<file path="src/rtl/bpw_pkg.sv">
package bpw_pkg;
  // Width needed to hold values 0 .. n-1 (at least one bit).
  function automatic int unsigned field_w(input int unsigned n);
    return (n < 2) ? 1 : $clog2(n);
  endfunction
endpackage

</file>
<file path="src/rtl/bpw_digit.sv">
module bpw_digit #(
  parameter int unsigned MODULUS = 8,
  parameter int unsigned W       = bpw_pkg::field_w(MODULUS)
) (
  input  logic         clk,
  input  logic         rst,
  input  logic         clr,
  input  logic         step,
  output logic [W-1:0] count,
  output logic         carry
);
  localparam logic [W-1:0] LAST = W'(MODULUS - 1);

  assign carry = step && (count == LAST);

  always_ff @(posedge clk) begin
    if (rst || clr)
      count <= '0;
    else if (step)
      count <= carry ? '0 : count + 1'b1;
  end

  // a digit never leaves its range
  assert_no_overflow_R2: assert property (@(posedge clk) disable iff (rst)
    count <= LAST);
  // a digit at its last value that is stepped returns to zero
  assert_wrap_R3: assert property (@(posedge clk) disable iff (rst)
    (step && !clr && count == LAST) |=> (count == '0));
endmodule

</file>
<file path="src/rtl/bpw_frame_ctrl.sv">
module bpw_frame_ctrl (
  input  logic clk,
  input  logic rst,
  input  logic frame_start,
  input  logic frame_end,
  output logic armed,
  output logic frame_done
);
  always_ff @(posedge clk) begin
    if (rst) begin
      armed      <= 1'b1;
      frame_done <= 1'b0;
    end else begin
      if (frame_start)
        armed <= 1'b1;
      else if (frame_end)
        armed <= 1'b0;
      frame_done <= frame_end && !frame_start;
    end
  end

  // done is a single-cycle pulse
  assert_done_single_R5: assert property (@(posedge clk) disable iff (rst)
    frame_done |=> !frame_done);
  // once a frame ends, the generator stays idle until the next frame start
  assert_idle_after_end_R6: assert property (@(posedge clk) disable iff (rst)
    (frame_done && !frame_start) |-> !armed);
endmodule

</file>
<file path="src/rtl/bpw_write_addr_gen.sv">
module bpw_write_addr_gen #(
  parameter int unsigned NUM_WEIGHTS = 8,
  parameter int unsigned NUM_COLS    = 100,
  parameter int unsigned NUM_ROWS    = 8,
  parameter int unsigned NUM_ZONES   = 32,
  parameter int unsigned WGT_W  = bpw_pkg::field_w(NUM_WEIGHTS),
  parameter int unsigned COL_W  = bpw_pkg::field_w(NUM_COLS),
  parameter int unsigned ROW_W  = bpw_pkg::field_w(NUM_ROWS),
  parameter int unsigned ZONE_W = bpw_pkg::field_w(NUM_ZONES),
  parameter int unsigned ADDR_W = WGT_W + ZONE_W + ROW_W + COL_W
) (
  input  logic              clk,
  input  logic              rst,
  input  logic              word_valid,
  input  logic              frame_start,
  output logic [ADDR_W-1:0] wr_addr,
  output logic              frame_done
);
  logic [WGT_W-1:0]  wgt_q;
  logic [COL_W-1:0]  col_q;
  logic [ROW_W-1:0]  row_q;
  logic [ZONE_W-1:0] zone_q;
  logic wgt_c, col_c, row_c, zone_c;
  logic armed, accept;

  assign accept = word_valid && armed && !frame_start;

  // Fastest digit: bit weight
  bpw_digit #(.MODULUS(NUM_WEIGHTS), .W(WGT_W)) u_wgt (
    .clk(clk), .rst(rst), .clr(frame_start), .step(accept),
    .count(wgt_q), .carry(wgt_c));

  bpw_digit #(.MODULUS(NUM_COLS), .W(COL_W)) u_col (
    .clk(clk), .rst(rst), .clr(frame_start), .step(wgt_c),
    .count(col_q), .carry(col_c));

  bpw_digit #(.MODULUS(NUM_ROWS), .W(ROW_W)) u_row (
    .clk(clk), .rst(rst), .clr(frame_start), .step(col_c),
    .count(row_q), .carry(row_c));

  // Slowest digit: zone; its carry closes the frame
  bpw_digit #(.MODULUS(NUM_ZONES), .W(ZONE_W)) u_zone (
    .clk(clk), .rst(rst), .clr(frame_start), .step(row_c),
    .count(zone_q), .carry(zone_c));

  bpw_frame_ctrl u_ctrl (
    .clk(clk), .rst(rst), .frame_start(frame_start), .frame_end(zone_c),
    .armed(armed), .frame_done(frame_done));

  // Weight on top so each bit weight owns one memory segment
  assign wr_addr = {wgt_q, zone_q, row_q, col_q};

  // no strobe and no restart keeps the address
  assert_hold_R7: assert property (@(posedge clk) disable iff (rst)
    (!word_valid && !frame_start) |=> $stable(wr_addr));
  // a frame start leaves a zero address and no done pulse
  assert_restart_R8: assert property (@(posedge clk) disable iff (rst)
    frame_start |=> (wr_addr == '0 && !frame_done));
  // the done pulse coincides with a zero address
  assert_done_addr_R5: assert property (@(posedge clk) disable iff (rst)
    frame_done |-> (wr_addr == '0));
  // an accepted word changes the address
  assert_advance_R2: assert property (@(posedge clk) disable iff (rst)
    (word_valid && !frame_start && !frame_done && $past(!frame_done)
     && wr_addr != '0) |=> !$stable(wr_addr));
endmodule

</file>
<file path="config.mk">
export PLATFORM = sky130hd
export DESIGN_NAME = bpw_write_addr_gen
export DESIGN_NICKNAME = d
export VERILOG_FILES = /design/src/rtl/bpw_pkg.sv /design/src/rtl/bpw_digit.sv /design/src/rtl/bpw_frame_ctrl.sv /design/src/rtl/bpw_write_addr_gen.sv
export SDC_FILE = /design/constraint.sdc
export NUM_CORES = 1
export LEC_CHECK = 0
export BUFFER_PORTS_ARGS = -buffer_cell sky130_fd_sc_hd__buf_2
export CORE_ASPECT_RATIO = 0.7
export CORE_MARGIN = 4
export CORE_UTILIZATION = 40
export DETAILED_ROUTE_END_ITERATION = 8
export PLACE_DENSITY = 0.69
export SETUP_SLACK_MARGIN = 0.3
export SYNTH_ARGS = -nofsm -noshare
export SYNTH_HDL_FRONTEND = slang
export SYNTH_SLANG_ARGS = --single-unit
</file>
<file path="constraint.sdc">
create_clock -name clk -period 5 [get_ports clk]
set_input_delay 0.75 -clock clk [delete_from_list [all_inputs] [get_ports clk]]
set_output_delay 0.75 -clock clk [all_outputs]
set_load 0.01 [all_outputs]
</file>
==> results of run 1 <==
## kinds of logic (layout without fill, tap and decap cells)
kind of cell	after synthesis	after routing	share of synthesized area, %
AOI/OAI and AO/OA	15	15	9.358
xor gates and xnor gates	6	6	5.385
adders and majority gates	7	7	8.974
buffers and inverters	5	28	3.461
DFF	20	20	41.03
muxes	1	1	1.026
and+or+nand+nor	51	51	30.77
## worst min path at each step
stage | from | end | depth (start not counted)
after floorplan | u_ctrl.armed | u_ctrl.armed | 2
after global placement | u_row.count[2] | u_row.count[2] | 2
after detailed placement | u_row.count[2] | u_row.count[2] | 2
after CTS | u_row.count[2] | u_row.count[2] | 2
after global routing | u_row.count[2] | u_row.count[2] | 2
final | u_row.count[2] | u_row.count[2] | 2
## worst max-delay path, stage by stage, from the launching register on
cell and delay, ns:
dfxtp_1 0.40, ha_1 0.17, ha_1 0.22, and4b_1 0.40
nand4_4 0.21, or4_1 0.51, o21ai_1 0.12
## layout make-up
class,instances,share of cell area [%]
Multi-Input combinational cell,80,47.01
Sequential cell,20,34.74
Timing Repair Buffer,22,9.555
Tap cell,32,3.474
Clock inverter,1,2.606
Clock buffer,3,1.954
Inverter,2,0.6515
## sequential cells by signal, summed over array words and instances (netlist names)
register	count
u_ctrl.frame_done	1
u_col.count	7
u_wgt.count	3
u_row.count	3
u_ctrl.armed	1
u_zone.count	5
## through the flow
stage / cells / worst slack (ns) / utilization (%)
2_1_floorplan: 105 / 3.106 / -
3_3_place_gp: 156 / 2.843 / 49.05
3_5_place_dp: 156 / 2.809 / 49.05
4_1_cts: 160 / 2.921 / 51.40
5_1_grt: 160 / 2.761 / 51.40
6_report: 160 / 2.925 / 51.40
## routing by layer
metal / up-vias / track usage (%) / wire [um]
met5: - / 0 / 0
met4: 0 / 2.020 / 13
met3: 2 / 5.530 / 93
met2: 16 / 18.27 / 850
met1: 371 / 17.80 / 986
li1: 422 / - / -
## power by group through the flow
stage	Sequential (uW)	Clock [uW]	Combinational [uW]
floorplan	164	0	4.81
global placement	164	0	8.21
detailed placement	164	0	8.28
CTS	160	136	8.36
global route	160	142	9.37
finish	160	132	8.33
## cells in the final DEF (no fill, tap or decap), types with 2 or more instances in the layout
cell type / netlist / layout
buf_2: 0 / 22
dfxtp_1: 20 / 20
nor2_1: 13 / 13
nand2_1: 12 / 12
a21oi_1: 7 / 7
ha_1: 7 / 7
xnor2_1: 4 / 4
and3_1: 3 / 3
nor3_1: 3 / 3
clkbuf_4: 0 / 3
inv_1: 2 / 2
nor4_1: 2 / 2
or3b_1: 2 / 2
nand3b_1: 2 / 2
nand4_1: 2 / 2
xor2_1: 2 / 2
o211ai_1: 2 / 2
nor3b_1: 2 / 2
==> flow_summary_export.csv, run 1 <==
group,metric,value,unit
worst_setup_path,crit_fanout,11,
worst_setup_path,ff2ff_setup_slack,2.93,ns
clock_tree,cts_buffer_depth,2,
placement,dpl.hpwl,1454,um
route,viasPerCell,5.069,
finish,syn_to_final_growth,18.08,%
timing,fmax,482.0,MHz
worst_setup_path,reg2regPathDepth,6,
placement,place.gp.congestion,0.8171,
synth,synthTopCellsByCount,"dfxtp_1 (20), nor2_1 (13), nand2_1 (12)",
timing,max_slew_margin,74.58,%
floorplanning,ios,23,
clock_tree,clk_pin_slew_worst_paths,0.12,ns
power,p_leak,0.0004939,uW
clock_tree,htreeDepth,1,
synth,syn-cell-area,975.9,sq um
clock_tree,clock_sinks,20,
floorplanning,die_h,49.33,um
finish,antenna_cells,0,
timing,period_needed,2.075,ns
clock_tree,ctsRootBufferMaster,"clkbuf_4",
clock_tree,tritoncts,"yes",
worst_setup_path,reg2reg_from,"u_wgt.count[0]",
power,pwr_density_cell,261.2,mW/mm^2
power,switching_power,57.44,uW
floorplanning,core,0.002242,sq mm
worst_setup_path,worst_ep_required_time,5.25,ns
route,wl_per_cell,12.15,um
route,drc_errors,0,
finish,final_area,0.001152,sq mm
synth,ys_top_cells_by_area,"dfxtp_1 (41%), ha_1 (9.0%), nor2_1 (5.0%)",
power,clockPowerShare,44.0,%
floorplanning,dieArea,0.003307,sq mm
finish,nets,140,
timing,tns,0,ns
timing,worst_pin_slew,0.3799,ns
placement,portBuffers,22,
placement,dpl_cell_area,0.001100,sq mm
synth,yosysMostFrequentCell,"dfxtp_1",
timing,fin_crit_sh,41.49,%
synth,synth_flop_cell,"dfxtp_1",
clock_tree,cts_resized,0,
timing,holdWs,0.4942,ns
synth,syn-instance-count,105,
synth,yosys_warnings,0,
synth,synth_seq_area_share,41.03,%
synth,ys_types,35,
route,vias,811,
global_route,grt_max_degree,13,
job,maxCapViolations,0,
floorplanning,start_util,43.53,%
global_route,grt_pass1_vias,686,
route,dr.pass1.iters,4,
worst_setup_path,cp.arrival,2.32,ns
timing,drv_slew,0,
power,seq_power_share,53.2,%
finish,regArea,400.4,sq um
power,swShare,19.08,%
finish,drive_above_1_share,25.00,%
power,intPower,243.6,uW
synth,synth_seq_cells,20,
synth,syn_nets,116,
worst_setup_path,worst_setup_path_start_kind,"register",
floorplanning,fp.dieW,67.04,um
timing,clock_skew,0.009478,ns
floorplanning,row_count,14,
power,power_frac_comb,2.8,%
synth,syn_area_per_cell,9.295,sq um
global_route,grt_pass1_wl,3222,um
clock_tree,clock_latency,0.30,ns
worst_setup_path,crit_type,"register to register",
worst_setup_path,crit_end,"u_zone.count[3]",
clock_tree,cts_setup_buffers,0,
power,p_total,301.0,uW
timing,rsz0062_at_grt,"no",
route,postRouteAntennaNets,0,
finish,nFillCells,224,
global_route,grt_usage,12.74,%
worst_setup_path,r2r_end,"u_zone.count[3]",
global_route,grt_overflow,0,
run_status,status,"complete, no violations",
route,drtIter0Drc,11,
worst_setup_path,startpoint,"u_wgt.count[0]",
finish,multi_input_area,541.8,sq um
synth,synth-edff-count,0,
clock_tree,numCtsBuffers,3,
worst_setup_path,cp-end-kind,"register",
hold_path,hold_class,"register to register",
synth,yosys.area.top_type,"dfxtp_1",
power,ir_worst_vdd,258.1,uV
route,wirelength,1944,um
timing,final-setup-viol-count,0,
synth,synthArstFlopShare,0,%
timing,hold_viol_final,0,
synth,netlist.area_leader.share,41.03,%
clock_tree,ctsHoldBuffers,0,
global_route,antenna_found_initial,0,
No activity file was read; power rests on OpenSTA's default activity.
==> run 2, diff against run 1 <==
- ABC_AREA: not set -> 1
- PLACE_DENSITY: 0.69 -> 0.72
- clock period: 5 -> 1.8 ns (I/O delays scaled with it)
==> run 2 against run 1 <==
Net effect:
- via count up 13%
- critical path depth grew 1
- setup slack worse by 2.6 ns
- critical path type unchanged
- critical endpoint is now u_zone.count[1]
==> flow_summary_export.csv, run 2 <==
group,metric,value,unit
route,drtIter0Drc,61,
timing,hold_viol_final,0,
synth,syn-cell-area,982.2,sq um
hold_path,hold_class,"input pin to register",
clock_tree,clk_pin_slew_worst_paths,0.11,ns
global_route,antenna_found_initial,0,
synth,syn_nets,143,
placement,dpl.hpwl,1557,um
synth,ys_top_cells_by_area,"dfxtp_1 (41%), nor2_1 (9.9%), ha_1 (8.9%)",
global_route,grt_max_degree,12,
synth,synthTopCellsByCount,"nor2_1 (26), nand2_1 (22), dfxtp_1 (20)",
worst_setup_path,reg2regPathDepth,7,
clock_tree,clock_sinks,20,
timing,tns,0,ns
worst_setup_path,worst_ep_required_time,2.00,ns
worst_setup_path,cpMaxStageDelayCell,"dfxtp_2",
global_route,grt_pass1_wl,3270,um
worst_setup_path,worst_setup_path_start_kind,"register",
clock_tree,tritoncts,"yes",
floorplanning,fp.dieW,67.23,um
finish,drive_above_1_share,29.75,%
worst_setup_path,cpPeakStageDelay,0.39,ns
job,maxCapViolations,0,
worst_setup_path,ff2ff_setup_slack,0.35,ns
timing,fmax,690.4,MHz
synth,yosys_warnings,0,
synth,syn-instance-count,132,
route,postRouteAntennaNets,0,
worst_setup_path,cp_cell_sequence,"ha_4 > ha_4 > nand2_4 > nor2_4 > nand2_4 > o21ai_4 > nor2_1",
finish,reg.largest.list,"u_col.count (7), u_zone.count (5)",
floorplanning,die_h,49.46,um
power,pwr_density_cell,588.9,mW/mm^2
finish,multi_input_area,573.1,sq um
synth,synth_seq_area_share,40.76,%
placement,place.gp.congestion,0.8554,
route,drc_errors,0,
clock_tree,ctsHoldBuffers,0,
power,ir_worst_vdd,312.7,uV
finish,regArea,409.1,sq um
hold_path,hold_depth,4,
synth,ys_types,23,
worst_setup_path,reg2reg_from,"u_wgt.count[0]",
floorplanning,dieArea,0.003325,sq mm
floorplanning,ios,23,
worst_setup_path,crit_buf_inv,0,
synth,synth-edff-count,0,
finish,antenna_cells,0,
route,dr.pass1.iters,4,
clock_tree,cts_setup_buffers,0,
finish,nFillCells,225,
clock_tree,numCtsBuffers,3,
synth,netlist.area_leader.share,40.76,%
synth,yosysMostFrequentCell,"nor2_1",
floorplanning,row_count,14,
finish,nets,170,
finish,top_register,"u_col.count",
worst_setup_path,crit_family,"simple AND/OR/NAND/NOR gates",
finish,instances_no_fill,190,
power,p_leak,0.0005941,uW
worst_setup_path,r2r_end,"u_zone.count[1]",
timing,fin_crit_sh,80.47,%
global_route,grt_overflow,0,
timing,drv_slew,0,
synth,syn_area_per_cell,7.441,sq um
synth,synth_seq_cells,20,
worst_setup_path,crit_fanout,7,
placement,portBuffers,22,
timing,clock_skew,0.001449,ns
placement,dp.cells,186,
route,vias,913,
synth,synthArstFlopShare,0,%
route,viasPerCell,4.805,
synth,synth_flop_cell,"dfxtp_1",
synth,yosys.area.top_type,"dfxtp_1",
route,wl_per_cell,10.77,um
floorplanning,start_util,43.81,%
global_route,grt_pass1_vias,769,
clock_tree,htreeDepth,1,
finish,syn_to_final_growth,27.01,%
finish,largest_reg_flops,7,
timing,rsz0062_at_grt,"yes",
finish,layout_commonest_cell,"nor2_1",
finish,final_cell_mix,"nor2_1 (26), nand2_1 (22), buf_2 (22)",
hold_path,hp-start,"frame_start",
clock_tree,ctsRootBufferMaster,"clkbuf_4",
clock_tree,clock_latency,0.30,ns
timing,period_needed,1.448,ns
worst_setup_path,cp.arrival,1.65,ns
route,wirelength,2046,um
clock_tree,cts_buffer_depth,2,
floorplanning,core,0.002242,sq mm
timing,max_slew_margin,82.49,%
timing,final-setup-viol-count,0,
hold_path,whs_endpoint,"u_wgt.count[1]",
run_status,status,"complete, no violations",
global_route,grt_usage,12.91,%
worst_setup_path,crit_type,"register to register",
timing,worst_pin_slew,0.2617,ns
worst_setup_path,cp-end-kind,"register",
-- run 2: changes by cell type in the layout (fill, tap and decap cells not counted), moves of 3 or more --
| cell | delta |
|---|---|
| nor2_4 | +3 |
| dfxtp_2 | +4 |
| xnor2_1 | -4 |
| nor2_1 | +13 |
| inv_1 | +14 |
| nand3_1 | +7 |
| nand2_1 | +10 |
| o21ai_0 | +6 |
| ha_4 | +3 |
| dfxtp_1 | -5 |
| ha_1 | -4 |
-- run 2: report_power, final --
group / leakage, uW / internal [uW] / switching (uW)
registers: 0.000164 / 443 / 2.22
clock network: 0.0000210 / 123 / 135
logic: 0.000409 / 12.2 / 19.8
-- run 2: worst max path at each step --
stage,startpoint,to,slack (ns),cells after the start
after global placement,u_wgt.count[1],u_zone.count[4],0.34,7
after CTS,u_wgt.count[0],u_row.count[2],0.32,8
after floorplan,u_wgt.count[0],u_col.count[0],0.36,6
final,u_wgt.count[0],u_zone.count[1],0.35,7
after global routing,u_col.count[0],u_zone.count[1],0.28,8
after detailed placement,u_wgt.count[0],u_zone.count[1],0.23,7
-- run 2: cell type report --
cell class / instances / area share [%]
tap: 32 / 3.210
inverter: 16 / 4.814
clock buffer: 4 / 2.909
timing repair buffer: 24 / 10.33
sequential: 20 / 32.80
multi-input combinational: 94 / 45.94
-- run 2: through the flow --
stage	worst slack (ns)	utilization [%]	cell area (sq um)	total power (uW)	hold WS (ns)
finish	0.3515	55.64	1247	734.6	0.3183
global route	0.2786	55.64	1247	777.6	0.3023
CTS	0.3176	52.73	1182	745.5	0.3013
detailed placement	0.2331	50.45	1131	484.6	0.4873
global placement	0.3394	50.45	1131	484.1	0.4807
floorplan	0.3646	-	982.2	472.0	0.4530
-- run 2: per-layer routing --
layer	vias to the layer above	share of wire (%)	GRT usage, %
met5	-	0	0
met4	0	0.88	3.030
met3	4	7.0	5.909
met2	27	42	18.11
met1	405	50	17.85
li1	477	-	-
-- run 2: repair_timing --
item / 4_1_cts / 5_1_grt
resized for setup: 6 / 13
endpoints found under the setup margin: 7 / 11
pin swaps: 1 / 2
-- run 2: worst reg2reg max path, stage by stage (launching register included) --
cell and delay [ns]:
dfxtp_2 0.39, ha_4 0.15, ha_4 0.14, nand2_4 0.07, nor2_4 0.19, nand2_4 0.11
o21ai_4 0.22, nor2_1 0.08
-- run 2: cell families (layout without fill, tap and decap cells) --
kind of cell               count (synthesis)  count (layout)  share of synthesized area [%]
buffers and inverters                     18              44                          7.770
AOI/OAI and AO/OA                         17              17                          9.809
and+or+nand+nor                           69              69                          31.85
DFF                                       20              20                          40.76
xor gates and xnor gates                   1               1                         0.8919
adders and majority gates                  7               7                          8.917
